===== config.mk =====
export PLATFORM = sky130hd
export DESIGN_NAME = dual_interval_timer
export DESIGN_NICKNAME = d
export VERILOG_FILES = /design/src/rtl/dit_pkg.sv /design/src/rtl/dit_prescaler.sv /design/src/rtl/dit_timer.sv /design/src/rtl/dual_interval_timer.sv
export SDC_FILE = /design/constraint.sdc
export NUM_CORES = 1
export LEC_CHECK = 0
export BUFFER_PORTS_ARGS = -buffer_cell sky130_fd_sc_hd__buf_2
export CAP_MARGIN = 10
export CORE_MARGIN = 2
export CORE_UTILIZATION = 45
export CTS_CLUSTER_SIZE = 25
export DETAILED_ROUTE_END_ITERATION = 16
export PLACE_DENSITY = 0.73
export RECOVER_POWER = 50
export SYNTH_ARGS = -nofsm -noshare
export SYNTH_HDL_FRONTEND = slang
export SYNTH_SLANG_ARGS = --single-unit

===== constraint.sdc =====
create_clock -name clk -period 2.46 [get_ports clk]
set_clock_uncertainty 0.1 [all_clocks]
set_input_delay 0.492 -clock clk [delete_from_list [all_inputs] [get_ports clk]]
set_output_delay 0.492 -clock clk [all_outputs]
set_load 0.005 [all_outputs]

===== src/rtl/dit_pkg.sv =====
package dit_pkg;
  localparam int DIV_W = 8;
  localparam int CNT_W = DIV_W + 1;
  localparam int REG_W = 32;
  localparam int CFG_W = DIV_W + 3;

  // Per-timer slice of the control word, MSB first.
  typedef struct packed {
    logic             src;
    logic             ack;
    logic             run;
    logic [DIV_W-1:0] div;
  } tmr_cfg_t;

  localparam logic [1:0] ADDR_CTRL  = 2'd0;
  localparam logic [1:0] ADDR_RELD  = 2'd1;
  localparam logic [1:0] ADDR_COUNT = 2'd2;
  localparam logic [1:0] ADDR_PSTAT = 2'd3;

  localparam int T0_LSB = 0;
  localparam int T1_LSB = 16;
endpackage


===== src/rtl/dit_prescaler.sv =====
module dit_prescaler #(
  parameter int PW = 16
) (
  input  logic          clk,
  input  logic          rst,
  input  logic          load,
  input  logic [PW-1:0] load_val,
  output logic          wrap,
  output logic [PW-1:0] count,
  output logic [PW-1:0] reload
);
  assign wrap = (count <= PW'(1)) && !load;

  always_ff @(posedge clk) begin
    if (rst) begin
      count  <= '0;
      reload <= '0;
    end else if (load) begin
      count  <= load_val;
      reload <= load_val;
    end else if (wrap) begin
      count <= reload;
    end else begin
      count <= count - PW'(1);
    end
  end

  // a wrap restarts the count at the stored reload value
  assert_wrap_reload_R7: assert property (@(posedge clk) disable iff (rst)
    wrap |=> count == $past(reload));

  // a reload write loads the count on that edge
  assert_load_count_R7: assert property (@(posedge clk) disable iff (rst)
    load |=> count == $past(load_val));
endmodule


===== src/rtl/dit_timer.sv =====
module dit_timer
  import dit_pkg::*;
#(
  parameter int DW = DIV_W
) (
  input  logic          clk,
  input  logic          rst,
  input  logic          run,
  input  logic          src_alt,
  input  logic [DW-1:0] div,
  input  logic          tick_fixed,
  input  logic          tick_alt,
  input  logic          ack,
  output logic [DW:0]   cnt,
  output logic          uf,
  output logic          flag
);
  localparam int CW = DW + 1;
  localparam logic [CW-1:0] FULL = CW'(1) << DW;

  logic [CW-1:0] eff;
  logic          step;

  assign eff  = (div == '0) ? FULL : {1'b0, div};
  assign step = src_alt ? tick_alt : tick_fixed;
  assign uf   = run && step && (cnt == CW'(1));

  always_ff @(posedge clk) begin
    if (rst)            cnt <= FULL;
    else if (!run)      cnt <= eff;
    else if (uf)        cnt <= eff;
    else if (step)      cnt <= cnt - CW'(1);
  end

  always_ff @(posedge clk) begin
    if (rst)       flag <= 1'b0;
    else if (uf)   flag <= 1'b1;
    else if (ack)  flag <= 1'b0;
  end

  // count always stays within 1..256
  assert_cnt_range_R2: assert property (@(posedge clk) disable iff (rst)
    (cnt != '0) && (cnt <= FULL));

  // hold-and-load mode loads the effective divide value
  assert_hold_load_R2: assert property (@(posedge clk) disable iff (rst)
    !run |=> cnt == $past(eff));

  // underflow reloads and raises the flag
  assert_uf_reload_R4: assert property (@(posedge clk) disable iff (rst)
    uf |=> (cnt == $past(eff)) && flag);

  // acknowledge without underflow drops the flag
  assert_ack_clears_R5: assert property (@(posedge clk) disable iff (rst)
    (ack && !uf) |=> !flag);
endmodule


===== src/rtl/dual_interval_timer.sv =====
module dual_interval_timer
  import dit_pkg::*;
#(
  parameter int PRE_W = 16
) (
  input  logic              clk,
  input  logic              rst,
  input  logic              wr_en,
  input  logic [1:0]        wr_addr,
  input  logic [REG_W-1:0]  wr_data,
  input  logic [1:0]        rd_addr,
  output logic [REG_W-1:0]  rd_data,
  input  logic              tick0_fixed,
  input  logic              tick1_fixed,
  output logic              irq0,
  output logic              irq1
);
  localparam int GAP0 = T1_LSB - CFG_W;
  localparam int GAP1 = REG_W - T1_LSB - CFG_W;
  localparam int CGAP = T1_LSB - CNT_W;
  localparam int CTOP = REG_W - T1_LSB - CNT_W;

  tmr_cfg_t cfg_q [2];
  tmr_cfg_t cfg_w [2];
  logic [1:0] ack_req;
  logic [1:0] uf;
  logic [1:0] flag;
  logic [1:0] tick_fixed;
  logic [1:0] tick_alt;
  logic [CNT_W-1:0] cnt [2];

  logic             ctrl_wr;
  logic             pre_wrap;
  logic [PRE_W-1:0] pre_count;
  logic [PRE_W-1:0] pre_reload;
  logic             unused_wr;

  assign ctrl_wr   = wr_en && (wr_addr == ADDR_CTRL);
  assign cfg_w[0]  = tmr_cfg_t'(wr_data[T0_LSB +: CFG_W]);
  assign cfg_w[1]  = tmr_cfg_t'(wr_data[T1_LSB +: CFG_W]);
  assign unused_wr = ^wr_data;

  assign tick_fixed = {tick1_fixed, tick0_fixed};
  assign tick_alt   = {uf[0], pre_wrap};

  dit_prescaler #(.PW(PRE_W)) u_pre (
    .clk      (clk),
    .rst      (rst),
    .load     (wr_en && (wr_addr == ADDR_RELD)),
    .load_val (wr_data[PRE_W-1:0]),
    .wrap     (pre_wrap),
    .count    (pre_count),
    .reload   (pre_reload)
  );

  for (genvar t = 0; t < 2; t++) begin : g_tmr
    always_ff @(posedge clk) begin
      if (rst) begin
        cfg_q[t] <= '0;
      end else if (ctrl_wr) begin
        cfg_q[t]     <= cfg_w[t];
        cfg_q[t].ack <= 1'b0;
      end
    end

    assign ack_req[t] = ctrl_wr && cfg_w[t].ack;

    dit_timer #(.DW(DIV_W)) u_tmr (
      .clk        (clk),
      .rst        (rst),
      .run        (cfg_q[t].run),
      .src_alt    (cfg_q[t].src),
      .div        (cfg_q[t].div),
      .tick_fixed (tick_fixed[t]),
      .tick_alt   (tick_alt[t]),
      .ack        (ack_req[t]),
      .cnt        (cnt[t]),
      .uf         (uf[t]),
      .flag       (flag[t])
    );
  end

  assign irq0 = flag[0];
  assign irq1 = flag[1];

  always_ff @(posedge clk) begin
    if (rst) begin
      rd_data <= '0;
    end else begin
      unique case (rd_addr)
        ADDR_CTRL:  rd_data <= {{GAP1{1'b0}}, cfg_q[1], {GAP0{1'b0}}, cfg_q[0]};
        ADDR_RELD:  rd_data <= REG_W'(pre_reload);
        ADDR_COUNT: rd_data <= {{CTOP{1'b0}}, cnt[1], {CGAP{1'b0}}, cnt[0]};
        default:    rd_data <= REG_W'(pre_count);
      endcase
    end
  end

  // in cascade mode timer 1 steps once per timer 0 underflow
  assert_cascade_step_R6: assert property (@(posedge clk) disable iff (rst)
    (cfg_q[1].run && cfg_q[1].src && uf[0] && (cnt[1] != CNT_W'(1)))
      |=> cnt[1] == $past(cnt[1]) - CNT_W'(1));

  // in cascade mode the fixed strobe alone leaves timer 1 alone
  assert_cascade_ignore_R6: assert property (@(posedge clk) disable iff (rst)
    (cfg_q[1].run && cfg_q[1].src && !uf[0]) |=> $stable(cnt[1]));

  // count word reflects the counts of the presenting cycle
  assert_read_count_R8: assert property (@(posedge clk) disable iff (rst)
    (rd_addr == ADDR_COUNT) |=> rd_data[CNT_W-1:0] == $past(cnt[0]));

  // nothing is pending in the first cycle after reset
  assert_reset_idle_R1: assert property (@(posedge clk)
    $fell(rst) |-> !irq0 && !irq1);
endmodule


==> flow_metrics.env <==
export IMPL_ys_top_cells_by_area="sky130_fd_sc_hd__dfxtp_1 (33%), sky130_fd_sc_hd__edfxtp_1 (13%), sky130_fd_sc_hd__nand2_1 (5.3%)"
export IMPL_worst_r2r_endpoint="g_tmr[0].u_tmr.cnt[6]"
export IMPL_asyncSetResetFlopFracSynth_pct=0
export IMPL_achievable_frequency_ghz=0.430
export IMPL_postLayoutSetupSlackWorst_ns=0.136
export IMPL_synth_cells=523
export IMPL_seq_power_share_pct=43.9
export IMPL_floorplan_die_area_um2=11500
export IMPL_ctsHoldBuffers=0
export IMPL_gp_congestion=0.888
export IMPL_maxCapViolCount=0
export IMPL_yosys_register_bits=98
export IMPL_placement_cell_area_um2=5320
export IMPL_fin_worst_hold_slack_ns=0.276
export IMPL_count_of_placed_standard_cells_including_taps=716
export IMPL_postLayoutCellArea_um2=5500
export IMPL_synth_largest_area_cell="sky130_fd_sc_hd__dfxtp_1"
export IMPL_worst_slew_pin_slew_ns=1.10
export IMPL_stdcell_count=733
export IMPL_synthesis_to_finish_area_growth_pct=14.5
export IMPL_detail_routed_net_length_per_standard_cell_um=16.0
export IMPL_worst_ir_drop_vdd_mv=0.559
export IMPL_tritoncts_num_sinks=98
export IMPL_drv_slew=0
export IMPL_yosys_cell_count_top_type="sky130_fd_sc_hd__dfxtp_1"
export IMPL_postCtsResizedCells=0
export IMPL_hold_viol_final=0
export IMPL_grt_total_usage_pct=21.4
export IMPL_cp_startpoint="u_pre.count[12]"
export IMPL_main_synth_ff_type="sky130_fd_sc_hd__dfxtp_1"
export IMPL_static_leakage_power_nw=2.24
export IMPL_synth_edff_count=20
export IMPL_power_total_mw=4.66
export IMPL_clk_latency_ns=0.37
export IMPL_p_clk_share_pct=22.4
export IMPL_pin_count_of_the_biggest_net_entering_global_routing=33
export IMPL_port_buffers=63
export IMPL_place_hpwl_um=8450
export IMPL_postRouteAntennaNets=0
export IMPL_crit_required_ns=2.63
export IMPL_p_per_area_nw_per_um2=847
export IMPL_min_period_ns=2.32
export IMPL_net_switching_power_mw=1.61
export IMPL_synth_top_area_share_pct=32.5
export IMPL_horizontal_die_dimension_um=107
export IMPL_rsz0062_at_grt="no"
export IMPL_pre_cts_ws_ns=0.0643
export IMPL_cts_clk_slew_worst_paths_ns=0.09
export IMPL_detailroute_via_count=4092
export IMPL_grt_pass1_wl_um=19300
export IMPL_rr_worst_depth=6
export IMPL_timing_rr_start="u_pre.count[12]"
export IMPL_synth_warnings=0
export IMPL_num_nets_final=639
export IMPL_crit_end="g_tmr[0].u_tmr.cnt[6]"
export IMPL_initial_standard_cell_utilization_of_the_core_pct=46.5
export IMPL_antennaDiodeCount=0
export IMPL_wl_um=11700
export IMPL_core_area_um2=10300
export IMPL_synth_seq_area_share_pct=45.0
export IMPL_drive_gt1_share_pct=17.1
export IMPL_synth_area_per_cell_um2=9.19
export IMPL_grt_antenna_before_repair=0
export IMPL_area_sequential_um2=2160
export IMPL_post_cts_setup_buffer_count=0
export IMPL_tns_ns=0
export IMPL_fraction_of_the_cycle_the_final_worst_path_needs_pct=94.5
export IMPL_cts_max_path_buffers=2
export IMPL_detailedRoute_firstIterationViolations=257
export IMPL_cp_max_fo=9
export IMPL_pre_repair_dr_iteration_count=5
export IMPL_worstSetupEndpointType="flip-flop"
export IMPL_synthDistinctLibCells=62
export IMPL_worst_endpoint_arrival_ns=2.49
export IMPL_run_status="completed"
export IMPL_netSwitchingFraction_pct=34.5
export IMPL_post_synth_instance_area_um2=4800
export IMPL_multi_input_area_um2=2470
export IMPL_min_path_type="primary input to flip-flop"
export IMPL_synth_top_cells_by_count="sky130_fd_sc_hd__dfxtp_1 (78), sky130_fd_sc_hd__nand2_1 (68), sky130_fd_sc_hd__nor2_1 (45), sky130_fd_sc_hd__a21oi_1 (41), sky130_fd_sc_hd__and2_1 (22)"
export IMPL_count_of_standard_cell_rows=37
export IMPL_vias_in_the_first_global_route=3834
export IMPL_setup_violations_final=0
export IMPL_die_height_um=107
export IMPL_worstSetupStartpointType="flip-flop"
export IMPL_fill_cells=947
export IMPL_final_core_utilization_pct=53.3
export IMPL_relSlewSlack_pct=26.7
export IMPL_cts_made_buffers=9
export IMPL_timing_worst_setup_path_type="flip-flop to flip-flop"
export IMPL_r2r_slack_ns=0.14
export IMPL_power_frac_comb_pct=33.7
export IMPL_cts_tree="yes"
export IMPL_detail_route_vias_per_cell=5.58
export IMPL_cellInternalPower_mw=3.05
export IMPL_top_level_ports=75
export IMPL_drc_errors=0
export IMPL_grt_overflow_total=0
export IMPL_cts_root_buf="sky130_fd_sc_hd__clkbuf_8"
export IMPL_cts_htree_levels=3
## layer usage
metal / track usage (%) / vias to the layer above / share of wire, %
met5: 0 / - / 0
met4: 6.96 / 0 / 1.5
met3: 3.63 / 14 / 4.6
li1: - / 2012 / -
met1: 28.5 / 1954 / 46
met2: 35.4 / 112 / 48
## placed cells by master (no fill, tap or decap), types with 3 or more instances in the layout
cell and instances:
sky130_fd_sc_hd__and2_1 22, sky130_fd_sc_hd__nor3b_1 3, sky130_fd_sc_hd__dfxtp_1 78, sky130_fd_sc_hd__and3_1 3, sky130_fd_sc_hd__clkbuf_1 19, sky130_fd_sc_hd__nor2_1 45
sky130_fd_sc_hd__buf_4 20, sky130_fd_sc_hd__nand3_1 12, sky130_fd_sc_hd__xnor2_1 3, sky130_fd_sc_hd__buf_2 47, sky130_fd_sc_hd__a31oi_1 7, sky130_fd_sc_hd__clkbuf_8 9
sky130_fd_sc_hd__ha_1 6, sky130_fd_sc_hd__edfxtp_1 20, sky130_fd_sc_hd__o21ai_0 10, sky130_fd_sc_hd__mux4_2 9, sky130_fd_sc_hd__a21oi_1 41, sky130_fd_sc_hd__nor2b_1 15
sky130_fd_sc_hd__conb_1 6, sky130_fd_sc_hd__nor3_1 10, sky130_fd_sc_hd__a21o_1 3, sky130_fd_sc_hd__nand2b_1 6, sky130_fd_sc_hd__nand2_1 68, sky130_fd_sc_hd__a22oi_1 6
sky130_fd_sc_hd__inv_1 12, sky130_fd_sc_hd__nor4_1 10, sky130_fd_sc_hd__mux2i_1 20, sky130_fd_sc_hd__o2bb2ai_1 4, sky130_fd_sc_hd__o211ai_1 17, sky130_fd_sc_hd__xor2_1 9
sky130_fd_sc_hd__nand4_1 6, sky130_fd_sc_hd__or3_1 5
## flip-flops by register name, summed over array words and instances, names as in the netlist
register          flops
u_pre.count          16
g_tmr.u_tmr.cnt      18
u_pre.reload         16
g_tmr.u_tmr.flag      2
rd_data              26
cfg_q                20
## worst min path at each step
| stage | start | endpoint | slack (ns) | depth (start not counted) |
|---|---|---|---|---|
| floorplan | u_pre.reload[0] | u_pre.reload[0] | 0.35 | 2 |
| global placement | u_pre.reload[11] | u_pre.reload[11] | 0.36 | 2 |
| detailed placement | u_pre.reload[11] | u_pre.reload[11] | 0.36 | 2 |
| CTS | wr_data[12] | u_pre.count[12] | 0.27 | 3 |
| global route | wr_data[12] | u_pre.count[12] | 0.27 | 3 |
| finish | wr_data[12] | u_pre.count[12] | 0.28 | 3 |
## logic make-up after synthesis
| kind of cell | share of synthesized area [%] |
|---|---|
| buffers and inverters | 4.27 |
| flip-flops | 45.0 |
| AO/OA/AOI/OAI | 15.3 |
| adder cells (fa/ha/maj) | 1.56 |
| AND/OR/NAND/NOR | 23.2 |
| other | 0.0781 |
| XOR/XNOR | 2.19 |
| multiplexers | 8.39 |
## power groups by stage
stage               logic (mW)  clock network (mW)  registers (mW)
floorplan                 1.17                   0            2.03
global placement          1.53                   0            2.07
detailed placement        1.56                   0            2.08
CTS                       1.57                1.06            2.04
global route              1.76                1.12            2.08
finish                    1.57                1.04            2.05
## critical path, cell delays in order (launching register included)
cell	delay [ns]
sky130_fd_sc_hd__dfxtp_1	0.37
sky130_fd_sc_hd__or4_4	0.57
sky130_fd_sc_hd__nor4_4	0.27
sky130_fd_sc_hd__a31o_4	0.28
sky130_fd_sc_hd__nand2_2	0.09
sky130_fd_sc_hd__o311a_1	0.29
sky130_fd_sc_hd__a211o_1	0.26
## layout make-up
type / instances / share of cell area (%)
clock buffer: 10 / 2.32
clock inverter: 6 / 1.18
inverter: 12 / 0.819
multi-input combinational: 385 / 44.9
sequential: 98 / 39.3
tap: 136 / 3.09
timing repair buffer: 86 / 8.33
No activity file was read; power rests on OpenSTA's default activity.
